### config.mk
export PLATFORM = sky130hd
export DESIGN_NAME = panel_cfg_seq
export DESIGN_NICKNAME = d
export VERILOG_FILES = /design/src/rtl/panel_cfg_pkg.sv /design/src/rtl/pcs_req_decode.sv /design/src/rtl/pcs_spi_tx.sv /design/src/rtl/pcs_seq_ctrl.sv /design/src/rtl/panel_cfg_seq.sv
export SDC_FILE = /design/constraint.sdc
export NUM_CORES = 1
export LEC_CHECK = 0
export CAP_MARGIN = 40
export CORE_ASPECT_RATIO = 0.9
export CORE_UTILIZATION = 40
export CTS_CLUSTER_DIAMETER = 120
export DETAILED_ROUTE_END_ITERATION = 16
export PLACE_DENSITY = 0.64
export SLEW_MARGIN = 30
export SYNTH_ARGS = -nofsm -noshare
export SYNTH_HDL_FRONTEND = slang
export SYNTH_SLANG_ARGS = --single-unit
### constraint.sdc
create_clock -name clk -period 2.9 [get_ports clk]
set_input_delay 0.58 -clock clk [delete_from_list [all_inputs] [get_ports clk]]
set_output_delay 0.58 -clock clk [all_outputs]
set_load 0.02 [all_outputs]
### src/rtl/panel_cfg_pkg.sv
package panel_cfg_pkg;

  localparam int FRAME_W = 32;

  localparam logic [2:0] OP_CONTRAST = 3'd0;
  localparam logic [2:0] OP_INVERT   = 3'd1;
  localparam logic [2:0] OP_FLIP     = 3'd2;
  localparam logic [2:0] OP_PWR_UP   = 3'd3;
  localparam logic [2:0] OP_PWR_DOWN = 3'd4;

  localparam logic [7:0] REG_CONTRAST = 8'h0B;
  localparam logic [7:0] REG_INVERT   = 8'h27;
  localparam logic [7:0] REG_FLIP     = 8'h06;
  localparam logic [7:0] REG_DISPLAY  = 8'h04;

  localparam logic [7:0] VAL_INV_ON    = 8'h10;
  localparam logic [7:0] VAL_INV_OFF   = 8'h00;
  localparam logic [7:0] VAL_FLIP_UP   = 8'h02;
  localparam logic [7:0] VAL_FLIP_NORM = 8'h04;
  localparam logic [7:0] VAL_DISP_ON   = 8'h01;
  localparam logic [7:0] VAL_DISP_OFF  = 8'h00;

  localparam logic [7:0] FRAME_LEAD   = 8'h00;
  localparam logic [7:0] FRAME_MARKER = 8'h01;

  typedef enum logic [4:0] {
    S_INIT_IF,
    S_INIT_CON,
    S_INIT_INV,
    S_INIT_FLP,
    S_IDLE,
    S_WRITE,
    S_PU_REG,
    S_PU_GPIO,
    S_PU_IF,
    S_PU_WR,
    S_PU_MARK,
    S_PD_CLR,
    S_PD_WR,
    S_PD_IF,
    S_PD_GPIO,
    S_PD_REG,
    S_FIN
  } seq_state_t;

  function automatic logic [FRAME_W-1:0] pack_frame(input logic [7:0] addr,
                                                    input logic [7:0] val);
    return {FRAME_LEAD, addr, FRAME_MARKER, val};
  endfunction

endpackage

### src/rtl/pcs_req_decode.sv
module pcs_req_decode
  import panel_cfg_pkg::*;
#(
  parameter int CONTRAST_MAX = 63
) (
  input  logic [2:0] op,
  input  logic [7:0] arg,
  output logic       is_write,
  output logic       is_pwr_up,
  output logic       is_pwr_dn,
  output logic [7:0] wr_addr,
  output logic [7:0] wr_val
);
  localparam logic [7:0] CMAX = 8'(CONTRAST_MAX);

  always_comb begin
    is_write  = 1'b0;
    is_pwr_up = 1'b0;
    is_pwr_dn = 1'b0;
    wr_addr   = 8'h00;
    wr_val    = 8'h00;
    case (op)
      OP_CONTRAST: begin
        is_write = 1'b1;
        wr_addr  = REG_CONTRAST;
        wr_val   = (arg > CMAX) ? CMAX : arg;
      end
      OP_INVERT: begin
        is_write = 1'b1;
        wr_addr  = REG_INVERT;
        wr_val   = arg[0] ? VAL_INV_ON : VAL_INV_OFF;
      end
      OP_FLIP: begin
        is_write = 1'b1;
        wr_addr  = REG_FLIP;
        wr_val   = arg[0] ? VAL_FLIP_UP : VAL_FLIP_NORM;
      end
      OP_PWR_UP:   is_pwr_up = 1'b1;
      OP_PWR_DOWN: is_pwr_dn = 1'b1;
      default: ;
    endcase
  end
endmodule

### src/rtl/pcs_spi_tx.sv
module pcs_spi_tx #(
  parameter int CLK_DIV = 16,
  parameter int FRAME_W = 32
) (
  input  logic               clk,
  input  logic               rst,
  input  logic               if_en,
  input  logic               start,
  input  logic [FRAME_W-1:0] frame,
  output logic               sclk,
  output logic               mosi,
  output logic               ss,
  output logic               frame_done
);
  localparam int HALF   = CLK_DIV / 2;
  localparam int DIV_W  = (HALF > 1) ? $clog2(HALF) : 1;
  localparam int TICK_W = $clog2(2 * FRAME_W + 1);
  localparam logic [DIV_W-1:0]  DIV_LAST  = DIV_W'(HALF - 1);
  localparam logic [TICK_W-1:0] TICK_LAST = TICK_W'(2 * FRAME_W);

  logic               active;
  logic [DIV_W-1:0]   div_cnt;
  logic [TICK_W-1:0]  tick;
  logic [FRAME_W-1:0] shreg;

  always_ff @(posedge clk) begin
    if (rst) begin
      active     <= 1'b0;
      ss         <= 1'b0;
      sclk       <= 1'b1;
      mosi       <= 1'b0;
      div_cnt    <= '0;
      tick       <= '0;
      shreg      <= '0;
      frame_done <= 1'b0;
    end else begin
      frame_done <= 1'b0;
      if (!active) begin
        sclk <= 1'b1;
        ss   <= 1'b0;
        if (start && if_en) begin
          active  <= 1'b1;
          ss      <= 1'b1;
          shreg   <= frame;
          div_cnt <= '0;
          tick    <= '0;
        end
      end else if (div_cnt == DIV_LAST) begin
        div_cnt <= '0;
        tick    <= tick + 1'b1;
        if (tick == TICK_LAST) begin
          active     <= 1'b0;
          ss         <= 1'b0;
          mosi       <= 1'b0;
          frame_done <= 1'b1;
        end else if (!tick[0]) begin
          sclk  <= 1'b0;
          mosi  <= shreg[FRAME_W-1];
          shreg <= {shreg[FRAME_W-2:0], 1'b0};
        end else begin
          sclk <= 1'b1;
        end
      end else begin
        div_cnt <= div_cnt + 1'b1;
      end
    end
  end
endmodule

### src/rtl/pcs_seq_ctrl.sv
module pcs_seq_ctrl
  import panel_cfg_pkg::*;
#(
  parameter int SETTLE_CYC   = 4,
  parameter int DEF_CONTRAST = 47
) (
  input  logic               clk,
  input  logic               rst,
  input  logic               cmd_valid,
  output logic               cmd_ready,
  input  logic               dec_write,
  input  logic               dec_pwr_up,
  input  logic               dec_pwr_dn,
  input  logic [7:0]         dec_addr,
  input  logic [7:0]         dec_val,
  output logic               tx_start,
  output logic [FRAME_W-1:0] tx_frame,
  input  logic               tx_done,
  output logic               rail_en,
  output logic               panel_en,
  output logic               spi_if_en,
  output logic               powered,
  output logic               busy,
  output logic               done
);
  localparam int CNT_W = $clog2(SETTLE_CYC + 1);
  localparam logic [CNT_W-1:0] CNT_LAST = CNT_W'(SETTLE_CYC - 1);

  seq_state_t         state, nxt;
  logic               tx_state, step_state, launched;
  logic [CNT_W-1:0]   wait_cnt;
  logic [7:0]         addr_q, val_q;
  logic [FRAME_W-1:0] frame_c;

  always_comb begin
    tx_state   = 1'b0;
    step_state = 1'b0;
    nxt        = state;
    frame_c    = pack_frame(addr_q, val_q);
    case (state)
      S_INIT_IF:  begin step_state = 1'b1; nxt = S_INIT_CON; end
      S_INIT_CON: begin
        tx_state = 1'b1; nxt = S_INIT_INV;
        frame_c  = pack_frame(REG_CONTRAST, 8'(DEF_CONTRAST));
      end
      S_INIT_INV: begin
        tx_state = 1'b1; nxt = S_INIT_FLP;
        frame_c  = pack_frame(REG_INVERT, VAL_INV_OFF);
      end
      S_INIT_FLP: begin
        tx_state = 1'b1; nxt = S_IDLE;
        frame_c  = pack_frame(REG_FLIP, VAL_FLIP_NORM);
      end
      S_WRITE:    begin tx_state = 1'b1; nxt = S_FIN; end
      S_PU_REG:   begin step_state = 1'b1; nxt = S_PU_GPIO; end
      S_PU_GPIO:  begin step_state = 1'b1; nxt = S_PU_IF; end
      S_PU_IF:    begin step_state = 1'b1; nxt = S_PU_WR; end
      S_PU_WR: begin
        tx_state = 1'b1; nxt = S_PU_MARK;
        frame_c  = pack_frame(REG_DISPLAY, VAL_DISP_ON);
      end
      S_PD_WR: begin
        tx_state = 1'b1; nxt = S_PD_IF;
        frame_c  = pack_frame(REG_DISPLAY, VAL_DISP_OFF);
      end
      S_PD_IF:    begin step_state = 1'b1; nxt = S_PD_GPIO; end
      S_PD_GPIO:  begin step_state = 1'b1; nxt = S_PD_REG; end
      S_PD_REG:   begin step_state = 1'b1; nxt = S_FIN; end
      default: ;
    endcase
  end

  always_ff @(posedge clk) begin
    if (rst) begin
      state     <= S_INIT_IF;
      launched  <= 1'b0;
      wait_cnt  <= '0;
      addr_q    <= 8'h00;
      val_q     <= 8'h00;
      tx_start  <= 1'b0;
      tx_frame  <= '0;
      rail_en   <= 1'b1;
      panel_en  <= 1'b1;
      spi_if_en <= 1'b0;
      powered   <= 1'b1;
      done      <= 1'b0;
    end else begin
      tx_start <= 1'b0;
      done     <= 1'b0;
      case (state)
        S_INIT_IF, S_PU_IF: spi_if_en <= 1'b1;
        S_PU_REG:  rail_en   <= 1'b1;
        S_PU_GPIO: panel_en  <= 1'b1;
        S_PD_IF:   spi_if_en <= 1'b0;
        S_PD_GPIO: panel_en  <= 1'b0;
        S_PD_REG:  rail_en   <= 1'b0;
        S_PU_MARK: begin powered <= 1'b1; state <= S_FIN; end
        S_PD_CLR:  begin powered <= 1'b0; state <= S_PD_WR; end
        S_FIN:     begin done <= 1'b1; state <= S_IDLE; end
        S_IDLE: begin
          if (cmd_valid) begin
            addr_q <= dec_addr;
            val_q  <= dec_val;
            if (dec_write)       state <= powered ? S_WRITE : S_FIN;
            else if (dec_pwr_up) state <= powered ? S_FIN : S_PU_REG;
            else if (dec_pwr_dn) state <= powered ? S_PD_CLR : S_FIN;
            else                 state <= S_FIN;
          end
        end
        default: ;
      endcase

      if (step_state) begin
        if (wait_cnt == CNT_LAST) begin
          wait_cnt <= '0;
          state    <= nxt;
        end else begin
          wait_cnt <= wait_cnt + 1'b1;
        end
      end

      if (tx_state) begin
        if (!launched) begin
          tx_start <= 1'b1;
          tx_frame <= frame_c;
          launched <= 1'b1;
        end else if (tx_done) begin
          launched <= 1'b0;
          state    <= nxt;
        end
      end
    end
  end

  assign cmd_ready = (state == S_IDLE);
  assign busy      = (state != S_IDLE);
endmodule

### src/rtl/panel_cfg_seq.sv
module panel_cfg_seq
  import panel_cfg_pkg::*;
#(
  parameter int CLK_DIV      = 16,
  parameter int SETTLE_CYC   = 4,
  parameter int DEF_CONTRAST = 47,
  parameter int CONTRAST_MAX = 63
) (
  input  logic       clk,
  input  logic       rst,
  input  logic       cmd_valid,
  output logic       cmd_ready,
  input  logic [2:0] cmd_op,
  input  logic [7:0] cmd_arg,
  output logic       spi_sclk,
  output logic       spi_mosi,
  output logic       spi_ss,
  output logic       rail_en,
  output logic       panel_en,
  output logic       spi_if_en,
  output logic       powered,
  output logic       busy,
  output logic       done
);
  logic               dec_write, dec_pwr_up, dec_pwr_dn;
  logic [7:0]         dec_addr, dec_val;
  logic               tx_start, tx_done;
  logic [FRAME_W-1:0] tx_frame;

  pcs_req_decode #(.CONTRAST_MAX(CONTRAST_MAX)) u_dec (
    .op(cmd_op), .arg(cmd_arg),
    .is_write(dec_write), .is_pwr_up(dec_pwr_up), .is_pwr_dn(dec_pwr_dn),
    .wr_addr(dec_addr), .wr_val(dec_val)
  );

  pcs_seq_ctrl #(.SETTLE_CYC(SETTLE_CYC), .DEF_CONTRAST(DEF_CONTRAST)) u_ctrl (
    .clk(clk), .rst(rst),
    .cmd_valid(cmd_valid), .cmd_ready(cmd_ready),
    .dec_write(dec_write), .dec_pwr_up(dec_pwr_up), .dec_pwr_dn(dec_pwr_dn),
    .dec_addr(dec_addr), .dec_val(dec_val),
    .tx_start(tx_start), .tx_frame(tx_frame), .tx_done(tx_done),
    .rail_en(rail_en), .panel_en(panel_en), .spi_if_en(spi_if_en),
    .powered(powered), .busy(busy), .done(done)
  );

  pcs_spi_tx #(.CLK_DIV(CLK_DIV), .FRAME_W(FRAME_W)) u_spi (
    .clk(clk), .rst(rst), .if_en(spi_if_en),
    .start(tx_start), .frame(tx_frame),
    .sclk(spi_sclk), .mosi(spi_mosi), .ss(spi_ss), .frame_done(tx_done)
  );
endmodule

==> flow_metrics.env <==
export IMPL_synth_edff_count=0
export IMPL_synth_cell_types=63
export IMPL_grt_setup_unrepaired="no"
export IMPL_finalHoldViolCount=0
export IMPL_synth_xor_area_share_pct=1.231
export IMPL_seq_area_frac_synth_pct=41.74
export IMPL_totalPowerFinal_mw=3.472
export IMPL_syn_num_nets=518
export IMPL_skew_ps=5.534
export IMPL_run_status="finished, final reports clean"
export IMPL_htree_levels=3
export IMPL_place_area_um2=4539
export IMPL_setup_tns_ps=0
export IMPL_setup_viol=0
export IMPL_syn_inst=499
export IMPL_cts_resized=0
export IMPL_cts_sinks=89
export IMPL_min_period_over_period_pct=89.97
export IMPL_min_period_ps=2609
export IMPL_post_cts_buffers=0
export IMPL_drive_gt1_share_pct=10.45
export IMPL_synth_area_leaders="dfxtp_1 (42%), nor2_1 (6.9%), a21oi_1 (5.2%)"
export IMPL_arrival_ps=2030
export IMPL_clock_latency_ps=340
export IMPL_synth_adder_area_share_pct=1.465
export IMPL_first_iter_violations=284
export IMPL_design_area_um2=4821
export IMPL_synth_compound_area_share_pct=24.41
export IMPL_io_buffers=23
export IMPL_path_clk_slew_ps=60
export IMPL_synth_area_um2=4269
export IMPL_ys_top_cells_by_count="dfxtp_1 (89), nor2_1 (79), a21oi_1 (44), nand2_1 (41), a22oi_1 (22)"
export IMPL_dp_hpwl_mm=5.844
export IMPL_ys_seq_elements=89
export IMPL_slowest_stage="clkdlybuf4s50_1"
export IMPL_crit_type="register to output port"
export IMPL_irDropWorstVdd_uv=493.4
export IMPL_die_h_um=100.0
export IMPL_track_usage_pct=17.63
export IMPL_antenna_found_initial=0
export IMPL_wirelength_mm=9.075
export IMPL_grt_pass1_vias=3259
export IMPL_start_util_pct=41.48
export IMPL_grt_pass1_wl_mm=15.85
export IMPL_synth_warnings=0
export IMPL_max_cap_violations=0
export IMPL_synthFlopType="dfxtp_1"
export IMPL_grt_overflow=0
export IMPL_path_cells="nor4b_2, nor2b_1, clkdlybuf4s50_1"
export IMPL_fp_row_count=35
export IMPL_cts_root_buffer="clkbuf_16"
export IMPL_syn_to_final_growth_pct=12.92
export IMPL_slew_headroom_pct=50.44
export IMPL_synthMuxAreaShare_pct=3.517
export IMPL_power_density_nw_per_um2=720.2
export IMPL_synth_most_common_cell="dfxtp_1"
export IMPL_cp_slowest_stage_delay_ps=650
export IMPL_drt_wirelength_per_cell_um=14.27
export IMPL_die_w_um=110.9
export IMPL_cp_required_ps=2320
export IMPL_drc_errors=0
export IMPL_synth_top_family_by_area="compound AO/OA/AOI/OAI gates"
export IMPL_die_area_um2=11090
export IMPL_viasPerCell=5.509
export IMPL_slew_violations=0
export IMPL_critPathMaxFanout=9
export IMPL_p_leak_nw=1.634
export IMPL_crit_family="simple AND/OR/NAND/NOR gates"
export IMPL_synth_avg_cell_area_um2=8.555
export IMPL_diodes=0
export IMPL_dr_pass1_iters=4
export IMPL_fmax_mhz=383.3
export IMPL_cts_buffers=9
export IMPL_coreArea_um2=10290
export IMPL_tritoncts="yes"
export IMPL_hold_path_class="register to register"
export IMPL_synth_top_area_share_pct=41.74
export IMPL_place_gp_congestion=0.8352
export IMPL_dr_total_vias=3504
export IMPL_critPathBufInv=1
export IMPL_async_flop_share_pct=0
export IMPL_ant_nets=0
export IMPL_endpoint_kind="output port"
export IMPL_cts_hold_buf=0
export IMPL_cts_buffer_depth=2
export IMPL_synth_area_leader_cell="dfxtp_1"
export IMPL_final_nets=521
export IMPL_worstMarginPinSlew_ps=736.7
export IMPL_grt_start_max_net_pins=78
export IMPL_yosys_area_share_simple_pct=22.01
export IMPL_boundaryPins=24
export IMPL_worst_setup_path_start_kind="register"
[cells in the final DEF, fill, tap and decap left out, types with 3 or more instances in the layout]
cell / instances
nor3b_1: 5
a311oi_1: 7
clkdlybuf4s50_1: 22
dfxtp_1: 89
ha_1: 5
o221ai_1: 4
buf_4: 9
nor3_1: 14
a211oi_2: 10
o21ai_0: 16
a21oi_1: 44
or2_2: 4
o31ai_1: 3
nor4_1: 3
xnor2_1: 3
a211oi_1: 7
nand2b_1: 10
clkbuf_16: 9
o211ai_1: 5
inv_1: 8
nand3_1: 6
mux2i_1: 15
nor2_1: 78
a22oi_1: 22
nor2b_1: 9
xor2_1: 3
nand2_1: 41
and2_1: 3
and3_1: 3
[metrics by stage]
stage	std cells	utilization (%)	worst slack (ps)	hold slack [ps]
3_3_place_gp	620	44.09	547.0	420.0
3_5_place_dp	620	44.11	432.0	431.7
6_report	636	46.85	291.0	437.8
5_1_grt	636	46.85	204.8	465.2
4_1_cts	636	46.85	280.5	440.2
2_1_floorplan	499	-	957.4	412.3
[worst paths after layout]
check,endpoint,start,slack (ps),cells after the start
worst max-delay path,cmd_ready,u_ctrl.state[1]$_SDFF_PP0_,290,3
worst min-delay path,u_ctrl.wait_cnt[2]$_SDFFE_PP0N_,u_ctrl.wait_cnt[2]$_SDFFE_PP0N_,440,2
worst max register to register,u_spi.shreg[3]$_SDFFE_PP0P_,u_spi.div_cnt[0]$_SDFFE_PP0P_,580,9
worst min register to register,u_ctrl.wait_cnt[2]$_SDFFE_PP0N_,u_ctrl.wait_cnt[2]$_SDFFE_PP0N_,440,2
[final cells by class]
| class | count | area [um^2] |
|---|---|---|
| repair buffers | 33 | 312.8 |
| well taps | 129 | 161.4 |
| inverters | 9 | 33.78 |
| clock inverters | 5 | 38.79 |
| flip-flops and latches | 89 | 1782 |
| fillers | 1009 | 5470 |
| clock buffers | 11 | 242.7 |
| multi-input cells | 360 | 2250 |
[tightest hold or removal path: stages (launching register included)]
cell	delay [ps]
dfxtp_1	310
nand2_1	60
a21oi_1	30
[flip-flops by register name, indices dropped and copies added, names as in the netlist, 3 cells and up]
name,flops
u_ctrl.wait_cnt,3
u_spi.shreg,32
u_ctrl.val_q,8
u_spi.div_cnt,3
u_ctrl.addr_q,5
u_spi.tick,7
u_ctrl.tx_frame,14
u_ctrl.state,5
[kinds of logic after synthesis]
| group | Yosys count |
|---|---|
| adder cells (fa/ha/maj) | 5 |
| buffers and inverters | 50 |
| XOR/XNOR | 6 |
| multiplexers | 15 |
| AO/OA/AOI/OAI | 140 |
| flip-flops | 89 |
| AND/OR/NAND/NOR | 194 |
[layer usage]
layer	global-route usage, %	routed length [um]
met1	24.12	4681
met3	5.435	351
met5	0	0
met2	27.04	3956
met4	4.513	86
[power by group]
part           internal [mW]  total [mW]  switching, mW
Clock                  0.609        1.09          0.483
Sequential              1.35        1.44         0.0907
Combinational          0.380       0.942          0.561
No activity file was read; power rests on OpenSTA's default activity.
